==> src/rtl/sidchk_pkg.sv <==
package sidchk_pkg;

    typedef enum logic [2:0] {
        E_NONE   = 3'b000,
        E_PORTS  = 3'b001,
        E_IDMIS  = 3'b010,
        E_PHASE  = 3'b011,
        E_GAPS   = 3'b100,
        E_BIGGAP = 3'b101,
        E_INPKT  = 3'b110,
        E_INV    = 3'b111
    } err_code_e;

    typedef enum logic {
        SLOT_DATA = 1'b0,
        SLOT_CHK  = 1'b1
    } slot_e;

    typedef struct packed {
        logic      hit;
        err_code_e code;
    } err_rep_t;

    localparam logic [1:0] SID_TAG = 2'b10;

    // a connected port that is not a child
    function automatic logic port_not_child(input logic [1:0] f);
        return (f == 2'b01) || (f == 2'b10);
    endfunction

    function automatic err_rep_t mk_rep(input err_code_e c);
        err_rep_t r;
        r.hit  = 1'b1;
        r.code = c;
        return r;
    endfunction

endpackage

==> src/rtl/sid_id_order.sv <==
module sid_id_order
    import sidchk_pkg::*;
#(
    parameter int ID_W  = 6,
    parameter int NPORT = 3
) (
    input  logic               clk,
    input  logic               rst,
    input  logic               bus_reset,
    input  logic               dat_stb,
    input  logic [ID_W-1:0]    id_in,
    input  logic [2*NPORT-1:0] ports_in,
    input  logic               pkt_end,
    input  logic               phase_end,
    output err_rep_t           rep
);
    localparam int PW = 2 * NPORT;

    logic [ID_W-1:0] exp_id;
    logic [ID_W-1:0] pkt_id;
    logic [ID_W-1:0] skip;
    logic [PW-1:0]   pkt_ports;
    logic [PW-1:0]   last_ports;
    logic            last_valid;
    logic            in_pkt;
    logic            gap_seen;
    logic [NPORT-1:0] bad_vec;

    assign skip = id_in - exp_id;

    for (genvar k = 0; k < NPORT; k++) begin : g_port
        assign bad_vec[k] = port_not_child(last_ports[PW-1-2*k -: 2]);
    end

    always_comb begin
        rep = '0;
        if (dat_stb) begin
            if (in_pkt) begin
                if (id_in != pkt_id) rep = mk_rep(E_INPKT);
            end else if (id_in < exp_id) begin
                rep = mk_rep(E_IDMIS);
            end else if (id_in > exp_id) begin
                if (gap_seen)       rep = mk_rep(E_GAPS);
                else if (skip > 1)  rep = mk_rep(E_BIGGAP);
            end
        end else if (phase_end && !bus_reset && last_valid && (|bad_vec)) begin
            rep = mk_rep(E_PORTS);
        end
    end

    always_ff @(posedge clk) begin
        if (rst || bus_reset) begin
            exp_id     <= '0;
            pkt_id     <= '0;
            pkt_ports  <= '0;
            last_ports <= '0;
            last_valid <= 1'b0;
            in_pkt     <= 1'b0;
            gap_seen   <= 1'b0;
        end else begin
            if (dat_stb && !in_pkt) begin
                in_pkt    <= 1'b1;
                pkt_id    <= id_in;
                pkt_ports <= ports_in;
                if (id_in >= exp_id) exp_id   <= id_in + 1'b1;
                if (id_in > exp_id)  gap_seen <= 1'b1;
            end
            if (pkt_end) begin
                in_pkt     <= 1'b0;
                last_ports <= pkt_ports;
                last_valid <= in_pkt;
            end
        end
    end

    // bus reset restarts the expected ID at zero
    a_r11_exp_restart: assert property (@(posedge clk) disable iff (rst)
        bus_reset |=> (exp_id == '0) && !in_pkt && !gap_seen);

    // a first quadlet at or above the expected ID moves the expectation past it
    a_r4_exp_step: assert property (@(posedge clk) disable iff (rst)
        (dat_stb && !in_pkt && !bus_reset && id_in >= exp_id)
        |=> exp_id == ID_W'($past(id_in) + 1'b1));

endmodule

==> config.mk <==
export PLATFORM = sky130hd
export DESIGN_NAME = sid_id_order
export DESIGN_NICKNAME = d
export VERILOG_FILES = /design/src/rtl/sidchk_pkg.sv /design/src/rtl/sid_id_order.sv
export SDC_FILE = /design/constraint.sdc
export NUM_CORES = 1
export LEC_CHECK = 0
export BUFFER_PORTS_ARGS = -buffer_cell sky130_fd_sc_hd__buf_2
export CAP_MARGIN = 20
export CELL_PAD_IN_SITES_DETAIL_PLACEMENT = 2
export CELL_PAD_IN_SITES_GLOBAL_PLACEMENT = 2
export CORE_AREA = 2 2 61 74
export CTS_BUF_LIST = sky130_fd_sc_hd__clkbuf_4 sky130_fd_sc_hd__clkbuf_8
export DETAILED_ROUTE_END_ITERATION = 10
export DIE_AREA = 0 0 63 76
export GPL_TIMING_DRIVEN = 0
export HOLD_SLACK_MARGIN = 0.06
export PLACE_DENSITY = 0.89
export SLEW_MARGIN = 20
export SYNTH_ARGS = -nofsm -noshare
export SYNTH_HDL_FRONTEND = slang
export SYNTH_SLANG_ARGS = --single-unit
==> constraint.sdc <==
create_clock -name clk -period 5.35 [get_ports clk]
set_clock_uncertainty 0.15 [all_clocks]
set_input_delay 0.8025 -clock clk [delete_from_list [all_inputs] [get_ports clk]]
set_output_delay 0.8025 -clock clk [all_outputs]
set_load 0.02 [all_outputs]
==> run_results.csv, run 1 <==
group,metric,value,unit
run_status,status,"completed",
worst_setup_path,ff2ff_path_depth,8,
placed_design,dpl_worst_slack,1.30,ns
detailed_routing,drt-initial-drc-count,32,
cts,cts-resized-gates,0,
placed_design,io_buffers,20,
worst_setup_path,crit_required,4.40,ns
die,ios,22,
finish,final_common_cell,"dfxtp_1",
detailed_routing,drt-pass1-iter-count,4,
cts,cts_buffers,3,
global_routing,grt_pass1_vias,1484,
detailed_routing,vias,1331,
worst_setup_path,crit_arrival,3.08,ns
worst_setup_path,start_kind,"input pin",
power_and_ir_drop,p_leak,0.666,nW
timing,relSlewSlack,63.9,%
finish,drive_gt1_share,15.1,%
detailed_routing,drc,0,
synthesis,synth_area,0.00146,sq mm
synthesis,synth.yosys.warnings,0,
timing,rsz0062_at_grt,"no",
die,core_region_area,0.00413,sq mm
finish,diodes,0,
die,dieWidth,63,um
worst_setup_path,cpMaxStageDelayCell,"a2111oi_2",
cts,htreeDepth,1,
timing,fin_crit,4.03,ns
die,rows,26,
min_path,whs_path_depth,2,
die,fp.dieH,76,um
timing,fmax,0.248,GHz
timing,setup_tns,0,ns
global_routing,grt_usage,18.8,%
timing,worst_pin_slew,0.541,ns
cts,clk_pin_slew,0.09,ns
worst_setup_path,cp_common_cell,"buf_2",
cts,clockBufferDepth,2,
power_and_ir_drop,power_per_cell_area,253,mW/mm^2
flow_run,maxCapViolations,0,
detailed_routing,drtAntennaViolNets,0,
worst_setup_path,path_cells,"buf_2 > inv_1 > ha_1 > fa_1 > nand2b_2 > a211oi_2 > o31ai_1 > a2111oi_2 > o21ai_1 > buf_2",
finish,area_growth,15.0,%
synthesis,yosysSeqAreaShare,36.9,%
synthesis,synth-seq-cells,27,
timing,hold_ws,0.329,ns
worst_setup_path,critPathMaxStageDelay,0.45,ns
synthesis,synth_cell_types,35,
cts,cts_sinks,27,
global_routing,antenna_found_initial,0,
synthesis,syn_avg_cell_area,8.37,sq um
die,initial_core_util,35.4,%
detailed_routing,drt-total-wl,4.26,mm
placed_design,dpl.hpwl,3.44,mm
worst_setup_path,critical_path_class,"in -> out",
global_routing,overflow,0,
cts,postCtsSetupBuffers,0,
cts,clockRootBuffer,"clkbuf_8",
worst_setup_path,path_max_fanout,6,
min_path,hold_class,"reg -> reg",
finish,fill_cells,492,
cts,clk_latency,0.27,ns
cts,cts_hold_buf,0,
synthesis,netlist_instances,175,
timing,slew_viol_final,0,
finish,nets,226,
global_routing,grt_pass1_wl,7.13,mm
timing,layout_setup_ws,1.32,ns
timing,final.period_utilization,75.4,%
timing,setup_viol,0,
global_routing,grt_max_degree,15,
cts,cts_tree,"done",
power_and_ir_drop,max-vdd-ir-drop,114,uV
finish,most-common-layout-cells,"dfxtp_1 (27), nand2_1 (26), nor2_1 (20), buf_2 (20), a21oi_1 (16)",
placed_design,globalplace.congestion,0.747,
die,die_area,0.00479,sq mm
detailed_routing,viasPerCell,5.22,
timing,hold_viol_final,0,
synthesis,synth_nets,201,
worst_setup_path,crit_path_end_kind,"output port",
detailed_routing,wl_per_cell,16.7,um
## path summary, 6_finish.rpt
check                                  start            to  slack, ns
worst max-delay path                id_in[0]        rep[2]       1.32
worst min-delay path            pkt_ports[5]  pkt_ports[5]       0.33
worst max register to register     exp_id[0]     exp_id[0]       2.97
worst min register to register  pkt_ports[5]  pkt_ports[5]       0.33
## cells in the mapped netlist, drive strengths merged
library cell	instances	area [sq um]
nand2	26	97.6
o211ai	1	7.51
buf	2	11.3
o311ai	1	8.76
a2111oi	1	15.0
o31ai	2	15.0
xnor2	8	70.1
ha	7	87.6
or2	2	12.5
o31a	2	17.5
a21o	1	7.51
a21oi	16	80.1
fa	1	20.0
nor2b	1	6.26
nor3	1	5.00
inv	8	30.0
nand3	4	20.0
o21ai	4	20.0
clkbuf	6	22.5
mux2i	9	90.1
nand2b	3	21.3
nand4	3	18.8
and3	1	6.26
nor4bb	1	10.0
o211a	1	10.0
a211oi	6	50.1
nor4b	1	8.76
nor2	20	75.1
dfxtp	27	541
nand4b	1	8.76
xor2	8	70.1
## cells by family (layout without fill, tap and decap cells)
kind of cell             count (synthesis)  after routing  share of synthesized area (%)
adder cells (fa/ha/maj)                  8              8                           7.35
buffers and inverters                   16             40                           4.36
multiplexers                             9              9                           6.15
AO/OA/AOI/OAI                           35             35                           15.8
AND/OR/NAND/NOR                         64             64                           19.8
flip-flops                              27             27                           36.9
XOR/XNOR                                16             16                           9.57
## metrics by stage
step | instances | util [%] | area (sq um) | total power, mW
2_1_floorplan | 175 | - | 1460 | 0.277
3_3_place_gp | 251 | 39.6 | 1630 | 0.301
3_5_place_dp | 251 | 39.6 | 1630 | 0.309
4_1_cts | 255 | 40.7 | 1680 | 0.430
5_1_grt | 255 | 40.7 | 1680 | 0.448
6_report | 255 | 40.7 | 1680 | 0.425
## where the power goes
part / internal, mW / total [mW] / switching [mW]
logic: 0.0356 / 0.0924 / 0.0568
clock network: 0.0585 / 0.122 / 0.0633
registers: 0.207 / 0.211 / 0.00423
## critical path: cells and delay by family
family | cells | cell delay (ns)
buf+inv | 3 | 0.40
fa+ha+maj | 2 | 0.66
simple gates | 1 | 0.22
compound gates | 4 | 0.99
## sequential cells by signal (all words and copies together) (netlist names)
name,cells
exp_id,6
gap_seen,1
in_pkt,1
last_ports,6
last_valid,1
pkt_id,6
pkt_ports,6
## layout make-up
cell class	instances	area (sq um)	area share, %
multi-input combinational	132	860	51.1
buffer	8	33.8	2.01
inverter	8	30.0	1.78
tap	56	70.1	4.16
timing repair buffer	20	100	5.95
sequential	27	541	32.1
clock buffer	4	48.8	2.90
## routing by layer
metal	global-route usage [%]	share of wire [%]	routed length [um]
met5	0	0	0
met4	6.00	1.7	72
met3	1.92	1.9	83
met2	36.7	57	2420
met1	20.8	40	1680
Note: power is estimated with default switching activity, not from simulation.
==> inputs of run 2 (changes only) <==
--- a/config.mk
+++ b/config.mk
@@ -9,13 +9,13 @@
 export CAP_MARGIN = 20
 export CELL_PAD_IN_SITES_DETAIL_PLACEMENT = 2
 export CELL_PAD_IN_SITES_GLOBAL_PLACEMENT = 2
-export CORE_AREA = 2 2 61 74
+export CORE_AREA = 2 2 63 76
 export CTS_BUF_LIST = sky130_fd_sc_hd__clkbuf_4 sky130_fd_sc_hd__clkbuf_8
 export DETAILED_ROUTE_END_ITERATION = 10
-export DIE_AREA = 0 0 63 76
+export DIE_AREA = 0 0 65 78
 export GPL_TIMING_DRIVEN = 0
 export HOLD_SLACK_MARGIN = 0.06
-export PLACE_DENSITY = 0.89
+export PLACE_DENSITY = 0.84
 export SLEW_MARGIN = 20
 export SYNTH_ARGS = -nofsm -noshare
 export SYNTH_HDL_FRONTEND = slang
==> constraint.sdc (replaced) <==
create_clock -name clk -period 4.12 [get_ports clk]
set_clock_uncertainty 0.15 [all_clocks]
set_input_delay 0.618 -clock clk [delete_from_list [all_inputs] [get_ports clk]]
set_output_delay 0.618 -clock clk [all_outputs]
set_load 0.02 [all_outputs]
==> run 2 against run 1 <==
Final cell count did not move. Sequential share of layout area is the same. Cell area did not move. Register-to-register slack got worse by 1.2 ns. Worst hold slack got worse by 0.0038 ns. Via count decreased by 2.7%. Critical path depth is the same. Combinational power increased by 29%. Wire length down 4.4%. Critical endpoint unchanged. Largest cell class unchanged.
==> run_results.csv, run 2 (synthesized netlist as in run 1, its figures left out) <==
group,metric,value,unit
detailed_routing,drtAntennaViolNets,0,
finish,fill_cells,511,
finish,fin_util,39.5,%
detailed_routing,drt-pass1-iter-count,4,
worst_setup_path,crit_arrival,2.88,ns
global_routing,grt_busiest_layer,"met2",
die,die_area,0.00507,sq mm
cts,clockRootBuffer,"clkbuf_8",
global_routing,antenna_found_initial,0,
worst_setup_path,crit_required,3.35,ns
global_routing,grt_usage,17.9,%
timing,rsz0062_at_grt,"no",
placed_design,globalplace.congestion,0.818,
cts,cts_tree,"done",
global_routing,grt_pass1_wl,7.05,mm
die,ios,22,
detailed_routing,drt-initial-drc-count,46,
finish,most-common-layout-cells,"dfxtp_1 (27), nand2_1 (26), nor2_1 (20), buf_2 (20), a21oi_1 (16)",
finish,nets,226,
timing,final.period_utilization,88.5,%
worst_setup_path,start_kind,"input pin",
die,fp.dieH,78,um
cts,cts_buffers,3,
global_routing,grt_max_degree,17,
worst_setup_path,critical_path_class,"in -> out",
cts,clockBufferDepth,2,
timing,layout_setup_ws,0.472,ns
die,initial_core_util,34.4,%
die,dieWidth,65,um
detailed_routing,drt-total-wl,4.07,mm
cts,cts-resized-gates,0,
die,core_region_area,0.00426,sq mm
cts,htreeDepth,1,
timing,hold_viol_final,0,
cts,cts_hold_buf,0,
timing,setup_tns,0,ns
worst_setup_path,path_max_fanout,6,
global_routing,grt_pass1_vias,1479,
timing,worst_pin_slew,0.590,ns
global_routing,use_met3,1.30,%
detailed_routing,drc,0,
timing,fmax,0.274,GHz
power_and_ir_drop,max-vdd-ir-drop,129,uV
die,rows,26,
timing,fin_crit,3.65,ns
finish,final_common_cell,"dfxtp_1",
timing,setup_viol,0,
finish,drive_gt1_share,15.1,%
cts,clk_latency,0.28,ns
finish,seq_area,541,sq um
run_status,status,"completed",
global_routing,overflow,0,
cts,clk_pin_slew,0.09,ns
finish,area_growth,15.0,%
detailed_routing,viasPerCell,5.08,
detailed_routing,wl_per_cell,16.0,um
min_path,hold_class,"reg -> reg",
cts,cts_sinks,27,
finish,multi_input_area,860,sq um
detailed_routing,vias,1295,
global_routing,grt_util_met2,34.8,%
power_and_ir_drop,p_leak,0.662,nW
timing,slew_viol_final,0,
power_and_ir_drop,power_per_cell_area,327,mW/mm^2
worst_setup_path,crit_path_end_kind,"output port",
timing,relSlewSlack,60.7,%
placed_design,dpl.hpwl,3.31,mm
placed_design,io_buffers,20,
global_routing,met1_usage,20.5,%
finish,instances_no_fill,255,
finish,diodes,0,
flow_run,maxCapViolations,0,
placed_design,place_inst,251,
cts,postCtsSetupBuffers,0,
placed_design,dpl_worst_slack,0.474,ns
[run 2: metrics by stage]
step	hold WS [ns]	total power, mW	area [sq um]
final	0.326	0.550	1680
after global routing	0.353	0.586	1680
after CTS	0.333	0.560	1680
after detailed placement	0.318	0.400	1630
after global placement	0.300	0.391	1630
after floorplan	0.286	0.359	1460
[run 2: final cells by class]
| cell class | instances | share of cell area, % |
|---|---|---|
| buffer | 8 | 2.01 |
| clock buffer | 3 | 2.45 |
| clock inverter | 1 | 0.446 |
| inverter | 8 | 1.78 |
| multi-input combinational | 132 | 51.1 |
| sequential | 27 | 32.1 |
| tap | 56 | 4.16 |
| timing repair buffer | 20 | 5.95 |
[run 2: path summary, 6_finish.rpt]
kind                startpoint      endpoint  slack [ns]  cells past startpoint
setup reg to reg     exp_id[0]     exp_id[1]        1.74                      8
hold / removal    pkt_ports[0]  pkt_ports[0]        0.33                      2
setup / recovery      id_in[0]        rep[2]        0.47                     10
hold reg to reg   pkt_ports[0]  pkt_ports[0]        0.33                      2
[run 2: power by group]
group | switching (mW) | internal (mW)
Clock | 0.0880 | 0.0688
Combinational | 0.0732 | 0.0462
Sequential | 0.00519 | 0.269
[run 2: critical path: stages]
cell	delay (ns)
buf_2	0.15
inv_1	0.08
ha_1	0.22
fa_1	0.43
nand2b_2	0.23
a211oi_2	0.27
o31ai_1	0.16
a2111oi_2	0.43
o21ai_1	0.10
buf_2	0.19
[run 2: metal layers]
metal	vias to the layer above	share of wire (%)
met5	-	0
met4	0	1.1
met3	4	2.0
met2	18	55
met1	629	42
li1	644	-
